[src/rtl/sdram_mon_pkg.sv]
package sdram_mon_pkg;

   typedef enum logic [3:0] {
      CMD_NOP  = 4'd0,
      CMD_ACT  = 4'd1,
      CMD_RD   = 4'd2,
      CMD_WR   = 4'd3,
      CMD_BST  = 4'd4,
      CMD_PRE  = 4'd5,
      CMD_AREF = 4'd6,
      CMD_MRS  = 4'd7,
      CMD_DPD  = 4'd8,
      CMD_SREF = 4'd9
   } cmd_e;

   // Opcode plus clock-enable level to command; shared opcodes split on cke.
   function automatic cmd_e pins_to_cmd(input logic cke, input logic cs_n,
                                        input logic ras_n, input logic cas_n,
                                        input logic we_n);
      cmd_e c;
      c = CMD_NOP;
      if (!cs_n) begin
         unique case ({ras_n, cas_n, we_n})
            3'b011:  c = cke ? CMD_ACT  : CMD_NOP;
            3'b101:  c = cke ? CMD_RD   : CMD_NOP;
            3'b100:  c = cke ? CMD_WR   : CMD_NOP;
            3'b110:  c = cke ? CMD_BST  : CMD_DPD;
            3'b010:  c = cke ? CMD_PRE  : CMD_NOP;
            3'b001:  c = cke ? CMD_AREF : CMD_SREF;
            3'b000:  c = cke ? CMD_MRS  : CMD_NOP;
            default: c = CMD_NOP;
         endcase
      end
      return c;
   endfunction

endpackage

[src/rtl/sdram_cmd_decode.sv]
module sdram_cmd_decode
   import sdram_mon_pkg::*;
(
   input  logic clk,
   input  logic rst_n,
   input  logic cke,
   input  logic cs_n,
   input  logic ras_n,
   input  logic cas_n,
   input  logic we_n,
   output cmd_e cmd_now,
   output cmd_e cmd_q
);

   assign cmd_now = pins_to_cmd(cke, cs_n, ras_n, cas_n, we_n);

   always_ff @(posedge clk or negedge rst_n) begin
      if (!rst_n) cmd_q <= CMD_NOP;
      else        cmd_q <= cmd_now;
   end

endmodule

[src/rtl/sdram_bank_table.sv]
module sdram_bank_table
   import sdram_mon_pkg::*;
#(
   parameter int BA_W  = 2,
   parameter int ROW_W = 13,
   localparam int NB   = 1 << BA_W
)(
   input  logic              clk,
   input  logic              rst_n,
   input  cmd_e              cmd_now,
   input  logic [BA_W-1:0]   ba,
   input  logic [ROW_W-1:0]  row_in,
   input  logic              all_flag,
   input  logic [NB-1:0]     close_mask,
   output logic [NB-1:0]     open_q,
   output logic [NB*ROW_W-1:0] rows_q,
   output logic              err_reopen
);

   logic is_act, is_pre;
   assign is_act = (cmd_now == CMD_ACT);
   assign is_pre = (cmd_now == CMD_PRE);

   for (genvar b = 0; b < NB; b++) begin : g_bank
      logic hit, pre_hit;
      assign hit     = (ba == BA_W'(b));
      assign pre_hit = is_pre && (all_flag || hit);

      always_ff @(posedge clk or negedge rst_n) begin
         if (!rst_n) begin
            open_q[b]                 <= 1'b0;
            rows_q[b*ROW_W +: ROW_W]  <= '0;
         end else if (close_mask[b] || pre_hit) begin
            open_q[b]                 <= 1'b0;
         end else if (is_act && hit && !open_q[b]) begin
            open_q[b]                 <= 1'b1;
            rows_q[b*ROW_W +: ROW_W]  <= row_in;
         end
      end
   end

   always_ff @(posedge clk or negedge rst_n) begin
      if (!rst_n) err_reopen <= 1'b0;
      else        err_reopen <= is_act && open_q[ba];
   end

endmodule

[src/rtl/sdram_burst_track.sv]
module sdram_burst_track
   import sdram_mon_pkg::*;
#(
   parameter int BA_W      = 2,
   parameter int BURST_LEN = 4,
   parameter int MASK_LAT  = 2,
   localparam int NB       = 1 << BA_W,
   localparam int LEFT_W   = (BURST_LEN < 2) ? 1 : $clog2(BURST_LEN)
)(
   input  logic            clk,
   input  logic            rst_n,
   input  cmd_e            cmd_now,
   input  logic [BA_W-1:0] ba,
   input  logic            ap_flag,
   input  logic            dqm,
   input  logic [NB-1:0]   bank_open,
   output logic [NB-1:0]   close_mask,
   output logic            wr_en,
   output logic            rd_oe,
   output logic            err_closed,
   output logic            err_bst
);

   logic [LEFT_W-1:0] left_q;
   logic              rd_q, ap_q;
   logic [BA_W-1:0]   bnk_q;

   logic is_rw, live, start, pre_hit, bst, bst_ok, cont, last_beat;
   logic wr_beat, rd_beat;

   assign is_rw     = (cmd_now == CMD_RD) || (cmd_now == CMD_WR);
   assign live      = (left_q != '0);
   assign start     = is_rw && bank_open[ba];
   assign pre_hit   = live && (cmd_now == CMD_PRE) && (ap_flag || (ba == bnk_q));
   assign bst       = (cmd_now == CMD_BST);
   assign bst_ok    = bst && live && !ap_q;
   assign cont      = live && !start && !bst_ok && !pre_hit;
   assign last_beat = cont && (left_q == LEFT_W'(1));
   assign wr_beat   = (start && cmd_now == CMD_WR) || (cont && !rd_q);
   assign rd_beat   = (start && cmd_now == CMD_RD) || (cont &&  rd_q);

   // Close requests: natural end of an AP burst, AP burst cut short by a new
   // burst, and (single-beat bursts only) an AP command ending on issue.
   for (genvar b = 0; b < NB; b++) begin : g_close
      logic own, now_hit;
      assign own = ap_q && (bnk_q == BA_W'(b)) && (last_beat || (start && live));
      if (BURST_LEN == 1) begin : g_single
         assign now_hit = start && ap_flag && (ba == BA_W'(b));
      end else begin : g_multi
         assign now_hit = 1'b0;
      end
      assign close_mask[b] = own || now_hit;
   end

   always_ff @(posedge clk or negedge rst_n) begin
      if (!rst_n) begin
         left_q <= '0;
         rd_q   <= 1'b0;
         ap_q   <= 1'b0;
         bnk_q  <= '0;
      end else if (start) begin
         left_q <= LEFT_W'(BURST_LEN - 1);
         rd_q   <= (cmd_now == CMD_RD);
         ap_q   <= ap_flag;
         bnk_q  <= ba;
      end else if (cont) begin
         left_q <= left_q - LEFT_W'(1);
      end else begin
         left_q <= '0;
      end
   end

   always_ff @(posedge clk or negedge rst_n) begin
      if (!rst_n) begin
         wr_en      <= 1'b0;
         err_closed <= 1'b0;
         err_bst    <= 1'b0;
      end else begin
         wr_en      <= wr_beat && !dqm;
         err_closed <= is_rw && !bank_open[ba];
         err_bst    <= bst && !bst_ok;
      end
   end

   // Read mask pipeline: MASK_LAT+1 registers so the beat sampled at edge k
   // shows on rd_oe after edge k+MASK_LAT.
   logic [MASK_LAT:0] oe_pipe;
   always_ff @(posedge clk or negedge rst_n) begin
      if (!rst_n) oe_pipe <= '0;
      else        oe_pipe <= {oe_pipe[MASK_LAT-1:0], rd_beat && !dqm};
   end
   assign rd_oe = oe_pipe[MASK_LAT];

endmodule

[src/rtl/sdram_mode_regs.sv]
module sdram_mode_regs
   import sdram_mon_pkg::*;
#(
   parameter int BA_W   = 2,
   parameter int MODE_W = 13
)(
   input  logic              clk,
   input  logic              rst_n,
   input  cmd_e              cmd_now,
   input  logic [BA_W-1:0]   ba,
   input  logic [MODE_W-1:0] opcode,
   output logic [MODE_W-1:0] base_q,
   output logic [MODE_W-1:0] ext_q,
   output logic              err_reserved
);

   logic is_mrs;
   assign is_mrs = (cmd_now == CMD_MRS);

   always_ff @(posedge clk or negedge rst_n) begin
      if (!rst_n) begin
         base_q       <= '0;
         ext_q        <= '0;
         err_reserved <= 1'b0;
      end else begin
         err_reserved <= is_mrs && (ba > BA_W'(1));
         if (is_mrs && ba == BA_W'(0)) base_q <= opcode;
         if (is_mrs && ba == BA_W'(1)) ext_q  <= opcode;
      end
   end

endmodule

[src/rtl/sdram_cmd_monitor.sv]
module sdram_cmd_monitor
   import sdram_mon_pkg::*;
#(
   parameter int BA_W      = 2,
   parameter int ADDR_W    = 13,
   parameter int ROW_W     = 13,
   parameter int AP_BIT    = 10,
   parameter int BURST_LEN = 4,
   parameter int MASK_LAT  = 2,
   localparam int NB       = 1 << BA_W
)(
   input  logic                 clk,
   input  logic                 rst_n,
   input  logic                 cke,
   input  logic                 cs_n,
   input  logic                 ras_n,
   input  logic                 cas_n,
   input  logic                 we_n,
   input  logic                 dqm,
   input  logic [BA_W-1:0]      ba,
   input  logic [ADDR_W-1:0]    addr,
   output logic [3:0]           cmd,
   output logic [NB-1:0]        bank_open,
   output logic [NB*ROW_W-1:0]  open_rows,
   output logic [ADDR_W-1:0]    mode_reg,
   output logic [ADDR_W-1:0]    ext_mode_reg,
   output logic                 wr_en,
   output logic                 rd_oe,
   output logic                 err_closed,
   output logic                 err_reopen,
   output logic                 err_bst,
   output logic                 err_reserved
);

   if (BA_W < 1)          begin : g_chk_ba   $error("BA_W must be at least 1");        end
   if (ROW_W != ADDR_W)   begin : g_chk_row  $error("ROW_W must equal ADDR_W");        end
   if (AP_BIT >= ADDR_W)  begin : g_chk_ap   $error("AP_BIT outside the address");     end
   if (BURST_LEN < 1)     begin : g_chk_bl   $error("BURST_LEN must be at least 1");   end
   if (MASK_LAT < 1)      begin : g_chk_lat  $error("MASK_LAT must be at least 1");    end

   cmd_e           cmd_now, cmd_q;
   logic [NB-1:0]  close_mask;

   sdram_cmd_decode u_dec (
      .clk     (clk),
      .rst_n   (rst_n),
      .cke     (cke),
      .cs_n    (cs_n),
      .ras_n   (ras_n),
      .cas_n   (cas_n),
      .we_n    (we_n),
      .cmd_now (cmd_now),
      .cmd_q   (cmd_q)
   );
   assign cmd = cmd_q;

   sdram_bank_table #(.BA_W(BA_W), .ROW_W(ROW_W)) u_banks (
      .clk        (clk),
      .rst_n      (rst_n),
      .cmd_now    (cmd_now),
      .ba         (ba),
      .row_in     (addr),
      .all_flag   (addr[AP_BIT]),
      .close_mask (close_mask),
      .open_q     (bank_open),
      .rows_q     (open_rows),
      .err_reopen (err_reopen)
   );

   sdram_burst_track #(.BA_W(BA_W), .BURST_LEN(BURST_LEN), .MASK_LAT(MASK_LAT)) u_burst (
      .clk        (clk),
      .rst_n      (rst_n),
      .cmd_now    (cmd_now),
      .ba         (ba),
      .ap_flag    (addr[AP_BIT]),
      .dqm        (dqm),
      .bank_open  (bank_open),
      .close_mask (close_mask),
      .wr_en      (wr_en),
      .rd_oe      (rd_oe),
      .err_closed (err_closed),
      .err_bst    (err_bst)
   );

   sdram_mode_regs #(.BA_W(BA_W), .MODE_W(ADDR_W)) u_mode (
      .clk          (clk),
      .rst_n        (rst_n),
      .cmd_now      (cmd_now),
      .ba           (ba),
      .opcode       (addr),
      .base_q       (mode_reg),
      .ext_q        (ext_mode_reg),
      .err_reserved (err_reserved)
   );

endmodule

[config.mk]
export PLATFORM = sky130hd
export DESIGN_NAME = sdram_cmd_monitor
export DESIGN_NICKNAME = d
export VERILOG_FILES = /design/src/rtl/sdram_mon_pkg.sv /design/src/rtl/sdram_cmd_decode.sv /design/src/rtl/sdram_bank_table.sv /design/src/rtl/sdram_burst_track.sv /design/src/rtl/sdram_mode_regs.sv /design/src/rtl/sdram_cmd_monitor.sv
export SDC_FILE = /design/constraint.sdc
export NUM_CORES = 1
export LEC_CHECK = 0
export CAP_MARGIN = 10
export CORE_MARGIN = 4
export CORE_UTILIZATION = 49
export DETAILED_ROUTE_END_ITERATION = 6
export PLACE_DENSITY = 0.87
export SLEW_MARGIN = 10
export SYNTH_ARGS = -nofsm -noshare
export SYNTH_HDL_FRONTEND = slang
export SYNTH_HIERARCHICAL = 1
export SYNTH_SLANG_ARGS = --single-unit
export TNS_END_PERCENT = 50
[constraint.sdc]
create_clock -name clk -period 3 [get_ports clk]
set_clock_uncertainty 0.2 [all_clocks]
set_input_delay 0.3 -clock clk [delete_from_list [all_inputs] [get_ports clk]]
set_output_delay 0.3 -clock clk [all_outputs]
set_load 0.01 [all_outputs]
Word-level counts from Yosys, hierarchy flattened
Index checks and enable logic that the tools add are counted.

Output and inout bits: 92. Register bits: 100.

Order comparisons: 2. Equal/unequal tests: 20. Reduce and logical (&&, ||, !) cells: 78. Add/sub/neg operators: 1. Multiplexer cells: 21. Bitwise operators: 4.

Operators by type and width (number): $logic_and A1 B1 Y1 (42); $pmux W4 S7 (1); $logic_or A1 B1 Y1 (13); $eq A4 B3 Y1 const B (3); $mux W4 (3); $logic_not A1 Y1 (11); $mux W1 (10); $reduce_bool A2 Y1 (5); $eq A3 B3 Y1 const B (3); $eq A2 B2 Y1 const B (4); $eq A4 B2 Y1 const B (2); $mux W2 (4); $reduce_and A2 Y1 (4); $eq A2 B1 Y1 const B (3); $eq A3 B2 Y1 const B (2); $mux W3 (2); $eq A4 B1 Y1 const B (1); $logic_not A2 Y1 (2); $not A1 Y1 (4); $eq A3 B1 Y1 const B (1); $logic_not A3 Y1 (1); $lt A2 B3 Y1 const B (1); $bmux W1 S2 (1); $eq A2 B2 Y1 (1); 2 further kinds (2).

Depth between registers and ports, before layout
Depth after elaboration: 16. Gate-level depth with buffers: 11. Mapped depth without buffers: 8.

Cells and area by module
Netlist, hierarchy kept.

Modules (own cells, without submodules): sdram_bank_table (cells an instance 151, seq. area each 1426.4 µm², area an instance 2459.9 µm², times used 1); sdram_mode_regs (cells an instance 61, seq. area each 675.6 µm², area an instance 1092.3 µm², times used 1); sdram_burst_track (cells an instance 55, seq. area each 300.3 µm², area an instance 640.6 µm², times used 1); sdram_cmd_decode (cells an instance 15, seq. area each 100.1 µm², area an instance 182.7 µm², times used 1).

Worst setup path before layout
No wires, ideal clock.

Path kind: input-to-reg. From: input port cas_n. To: register u_banks.rows_q[10]. Cell stages on the path: 11. Arrival: 3.226 ns. Slack: -0.551 ns. Path buffers: 3. Library setup time: 0.125 ns. Path through: and2b_2 > a211oi_1 > nor3b_1 > o21ai_1 > o21ai_2 > a2111oi_1 > buf_4 > or4_1 > buf_2 > buf_6 > mux2_4.

Cells in the longest elaborated chain, start to end: 16. Elaborated cells between the ends (all ways): 36. Those cells by class: 11 x eq/ne; 2 x mux; 1 x bitwise; 22 x reduce/logical.

Ends and longest elaborated chain: start: declaration (line sdram_cmd_monitor.sv:17) `input logic cas_n,`; $eq A3 B1 Y1, or another cell as far along (line sdram_mon_pkg.sv:23) `unique case ({ras_n, cas_n, we_n})`; $pmux W4 S7 * (line sdram_mon_pkg.sv:23); $mux W4 * (line sdram_mon_pkg.sv:22) `if (!cs_n) begin`; named net cmd_now[2] (line sdram_cmd_monitor.sv:41) `cmd_e cmd_now, cmd_q;`; $eq A4 B2 Y1 (line sdram_burst_track.sv:31) `assign is_rw = (cmd_now == CMD_RD) || (cmd_now == CMD_WR);`; $logic_or A1 B1 Y1 (line sdram_burst_track.sv:31); $logic_and A1 B1 Y1 (line sdram_burst_track.sv:33) `assign start = is_rw && bank_open[ba];`; $logic_not A1 Y1 (line sdram_burst_track.sv:37) `assign cont = live && !start && !bst_ok && !pre_hit;`; $logic_and A1 B1 Y1 (3 in series) (line sdram_burst_track.sv:37); $logic_and A1 B1 Y1 (line sdram_burst_track.sv:38) `assign last_beat = cont && (left_q == LEFT_W'(1));`; $logic_or A1 B1 Y1 * (line sdram_burst_track.sv:46) `assign own = ap_q && (bnk_q == BA_W'(b)) && (last_beat || (start && live));`; $logic_and A1 B1 Y1 * (line sdram_burst_track.sv:46); named net u_burst.g_close[0].own (line sdram_burst_track.sv:45) `logic own, now_hit;`; $logic_or A1 B1 Y1 * (line sdram_bank_table.sv:33) `end else if (close_mask[b] || pre_hit) begin`; $not A1 Y1 (no source line) *; $reduce_and A2 Y1 (no source line) *; end signal: indexed assignment (line sdram_bank_table.sv:37) `rows_q[b*ROW_W +: ROW_W] <= row_in;`; end: declaration (line sdram_bank_table.sv:16) `output logic [NB*ROW_W-1:0] rows_q,`.

The timed path passes the listed nets; every way through them passes the cells marked *. A chain may end at the register's enable or synchronous reset.

Final worst setup path
From: input port ras_n. To: register u_banks.rows_q[11].

Cells in the longest elaborated chain, start to end: 16. Elaborated cells between the ends (all ways): 36. Those cells by class: 11 x eq/ne; 2 x mux; 1 x bitwise; 22 x reduce/logical.

Ends and longest elaborated chain: start: declaration (line sdram_cmd_monitor.sv:16) `input logic ras_n,`; $eq A3 B1 Y1, or another cell as far along (line sdram_mon_pkg.sv:23); $pmux W4 S7 * (line sdram_mon_pkg.sv:23); $mux W4 * (line sdram_mon_pkg.sv:22); named net cmd_now[2] (line sdram_cmd_monitor.sv:41); $eq A4 B2 Y1 (line sdram_burst_track.sv:31); $logic_or A1 B1 Y1 (line sdram_burst_track.sv:31); $logic_and A1 B1 Y1 (line sdram_burst_track.sv:33); $logic_not A1 Y1 (line sdram_burst_track.sv:37); $logic_and A1 B1 Y1 (3 in series) (line sdram_burst_track.sv:37); $logic_and A1 B1 Y1 (line sdram_burst_track.sv:38); $logic_or A1 B1 Y1 * (line sdram_burst_track.sv:46); $logic_and A1 B1 Y1 * (line sdram_burst_track.sv:46); named net close_mask[0] (line sdram_cmd_monitor.sv:42) `logic [NB-1:0] close_mask;`; $logic_or A1 B1 Y1 * (line sdram_bank_table.sv:33); $not A1 Y1 (no source line) *; $reduce_and A2 Y1 (no source line) *.

Marks and branches as above.

==> results.json <==
{
  "tritoncts": "yes",
  "dominant_combinational_cell_family_by_area_after_synthesis": "multiplexers",
  "floorplan.die_area_sq_mm": 0.0105,
  "share_of_synthesized_area_spent_on_multiplexers": 0.262,
  "avgRoutedWirePerCell_microns": 20.5,
  "avgSynthCellArea_sq_um": 15.5,
  "gp_routability_congestion": 0.854,
  "p_per_area_mw_per_mm2": 490,
  "final_hold_viol_count": 0,
  "min_from": "u_burst/oe_pipe[0]",
  "ant_nets_after_route": 0,
  "hold-path-cell-count": 0,
  "detailroute.via_count": 3000,
  "r2r_start": "u_burst/bnk_q[0]",
  "dp.cells": 523,
  "final_cell_count_no_fill": 549,
  "clock-sinks": 100,
  "postRouteWirelength_microns": 11200,
  "finalHoldWorstSlack_ns": 0.157,
  "finalSetupTns_ns": 0,
  "path_clk_slew_ns": 0.10,
  "edff_count_synth": 0,
  "critical_path_start_type": "input pin",
  "tightest_slew_ns": 0.714,
  "floorplan.die.height_microns": 102,
  "r2r_cells": 8,
  "min-delay-path-class": "reg2reg",
  "cts_buffer_depth": 2,
  "setup.reg_to_reg.worst_slack_ns": 0.22,
  "total_power_mw": 3.10,
  "critical_path.endpoint_type": "flip-flop",
  "drt_first_iter_violations": 169,
  "synth_seq_area_share": 0.572,
  "htree_num_levels": 3,
  "initial_core_utilization": 0.502,
  "synth_xor_xnor_area_share": 0.00400,
  "synth_flop_cell": "sky130_fd_sc_hd__dfrtp_1",
  "worst-path-max-fanout": 7,
  "async_flop_share": 1.00,
  "synth_area_leader_cell": "sky130_fd_sc_hd__dfrtp_1",
  "first_global_vias": 3145,
  "core_area_sq_mm": 0.00872,
  "ys_warn_count": 6,
  "clock-root-buffer": "sky130_fd_sc_hd__clkbuf_8",
  "vdd_ir_drop_max_mv": 0.241,
  "maxSlewHeadroom": 0.524,
  "finalWorstSetupSlack_ns": 0.0444,
  "nets": 461,
  "post_synth_fa_ha_maj_area_fraction": 0.00572,
  "placement_rows": 34,
  "hold-path-endpoint": "u_burst/oe_pipe[1]",
  "number_of_remaining_drc_errors": 0,
  "post_synth_instance_area_sq_mm": 0.00438,
  "insertion_delay_ns": 0.36,
  "min_period_over_period": 0.985,
  "globalRouteTotalUtil": 0.217,
  "post-route-util": 0.726,
  "worst-endpoint-arrival_ns": 3.01,
  "antenna_found_initial": 0,
  "first_pass_grt_wire_length_microns": 17100,
  "syn_to_final_growth_pct": 44.6,
  "final_common_cell": "sky130_fd_sc_hd__clkdlybuf4s50_1",
  "fmax_mhz": 338,
  "post_synth_main_area_contributors": "sky130_fd_sc_hd__dfrtp_1 (57%), sky130_fd_sc_hd__mux2_4 (17%), sky130_fd_sc_hd__mux2_2 (7.7%)",
  "placed_cell_area_sq_mm": 0.00588,
  "overflow": 0,
  "port_buffers": 114,
  "insertedDiodeCount": 0,
  "layout_min_cycle_time_ns": 2.96,
  "synth_simple_gate_area_share": 0.0721,
  "dpl_worst_slack_ns": -0.590,
  "compound_cell_area_share_of_the_yosys_netlist": 0.0452,
  "synth.net_count": 307,
  "status": "finished, final reports clean",
  "die_w_microns": 102,
  "power_leakage_nw": 3.03,
  "dpl.hpwl_microns": 7630,
  "post_route_cells_drive_above_1_share": 0.390,
  "reg2reg_to": "u_banks/rows_q[11]",
  "synth_top_area_share": 0.572,
  "count_of_boundary_i_o_pins": 115,
  "maxCapViolations": 0,
  "setup_viol": 0,
  "vias_per_cell": 5.46,
  "yosysUniqueCellTypes": 42,
  "cts_inserted_buffers": 9,
  "drt_pre_antenna_iters": 5,
  "grt_start_max_net_pins": 56,
  "post_synth_inst_count": 282,
  "layout_cell_area_excl_fill_sq_mm": 0.00633,
  "critPathRequiredTime_ns": 3.05,
  "ys_seq_elements": 100,
  "mostFrequentLayoutCells": "sky130_fd_sc_hd__clkdlybuf4s50_1 (109), sky130_fd_sc_hd__dfrtp_1 (100), sky130_fd_sc_hd__mux2_4 (52), sky130_fd_sc_hd__buf_4 (35), sky130_fd_sc_hd__mux2_2 (28)",
  "drv_slew": 0,
  "worstSetupPathType": "in2reg"
}
==> state kept, by name, summed over array words and instances, names as in the netlist, 2 cells and up <==
register / flops
u_banks/rows_q: 52
u_mode/base_q: 13
u_mode/ext_q: 13
u_banks/open_q: 4
u_dec/cmd_q: 4
u_burst/oe_pipe: 3
u_burst/bnk_q: 2
u_burst/left_q: 2
==> worst max-delay path by stage <==
stage	start	endpoint	slack, ns	cells past startpoint
global placement	cas_n	u_banks/rows_q[18]	-0.47	10
CTS	cas_n	u_banks/rows_q[8]	0.02	11
detailed placement	cas_n	u_banks/rows_q[19]	-0.59	10
finish	ras_n	u_banks/rows_q[11]	0.04	12
floorplan	cas_n	u_banks/rows_q[10]	-0.04	11
global route	ras_n	u_banks/rows_q[12]	-0.03	12
==> report_power, final <==
| part | switching [mW] | internal [mW] | leakage [nW] | total, mW |
|---|---|---|---|---|
| Combinational | 0.335 | 0.406 | 1.60 | 0.741 |
| Clock | 0.489 | 0.314 | 0.0857 | 0.803 |
| Sequential | 0.0913 | 1.46 | 1.34 | 1.56 |
==> critical path, cell delays in order <==
cell	delay [ns]
sky130_fd_sc_hd__dlygate4sd2_1	0.26
sky130_fd_sc_hd__buf_4	0.14
sky130_fd_sc_hd__and2b_2	0.20
sky130_fd_sc_hd__a211oi_4	0.24
sky130_fd_sc_hd__nor3b_4	0.28
sky130_fd_sc_hd__o21ai_4	0.10
sky130_fd_sc_hd__o21ai_4	0.18
sky130_fd_sc_hd__buf_12	0.14
sky130_fd_sc_hd__a2111oi_4	0.08
sky130_fd_sc_hd__or4_4	0.60
sky130_fd_sc_hd__buf_12	0.18
sky130_fd_sc_hd__mux2_4	0.30
==> Yosys cell counts, types with 2 or more instances <==
master / count
sky130_fd_sc_hd__dfrtp_1: 100
sky130_fd_sc_hd__mux2_4: 50
sky130_fd_sc_hd__mux2_2: 30
sky130_fd_sc_hd__a31oi_1: 9
sky130_fd_sc_hd__inv_1: 8
sky130_fd_sc_hd__nand2_1: 7
sky130_fd_sc_hd__and2b_1: 5
sky130_fd_sc_hd__buf_2: 5
sky130_fd_sc_hd__buf_4: 5
sky130_fd_sc_hd__buf_6: 5
sky130_fd_sc_hd__or3_1: 5
sky130_fd_sc_hd__a2111oi_1: 4
sky130_fd_sc_hd__nand2b_1: 4
sky130_fd_sc_hd__or4_1: 4
sky130_fd_sc_hd__nand3b_1: 3
sky130_fd_sc_hd__nor2_1: 3
sky130_fd_sc_hd__o21ai_0: 3
sky130_fd_sc_hd__a211oi_1: 2
sky130_fd_sc_hd__ha_1: 2
sky130_fd_sc_hd__mux4_2: 2
sky130_fd_sc_hd__nor3b_1: 2
sky130_fd_sc_hd__o32ai_1: 2
sky130_fd_sc_hd__or3b_2: 2
sky130_fd_sc_hd__xnor2_1: 2
==> cell families after synthesis <==
| family | after synthesis |
|---|---|
| AO/OA/AOI/OAI | 26 |
| XOR/XNOR | 2 |
| adder cells (fa/ha/maj) | 2 |
| buffers and inverters | 25 |
| flip-flops | 100 |
| multiplexers | 83 |
| AND/OR/NAND/NOR | 44 |
==> per-layer routing <==
layer | share of wire | global-route usage | wire length [microns]
met5 | 0 | 0 | 0
met1 | 0.40 | 0.282 | 4490
met2 | 0.50 | 0.368 | 5670
met3 | 0.078 | 0.0460 | 879
met4 | 0.018 | 0.0636 | 201
==> final cells by class <==
| cell class | instances | area (sq um) |
|---|---|---|
| flip-flops and latches | 100 | 2500 |
| clock buffers | 9 | 124 |
| repair buffers | 160 | 1590 |
| multi-input cells | 157 | 1890 |
| well taps | 108 | 135 |
| inverters | 8 | 30.0 |
| fillers | 542 | 2390 |
| clock inverters | 7 | 58.8 |
==> timing repair <==
item,in CTS,in global routing
hold buffers,1,0
pin swaps,7,11
endpoints found under the setup margin,52,52
cloned,1,0
setup buffers,5,3
resized for setup,23,11
endpoints found under the hold margin,54,0
(Power assumes the default switching activity.)
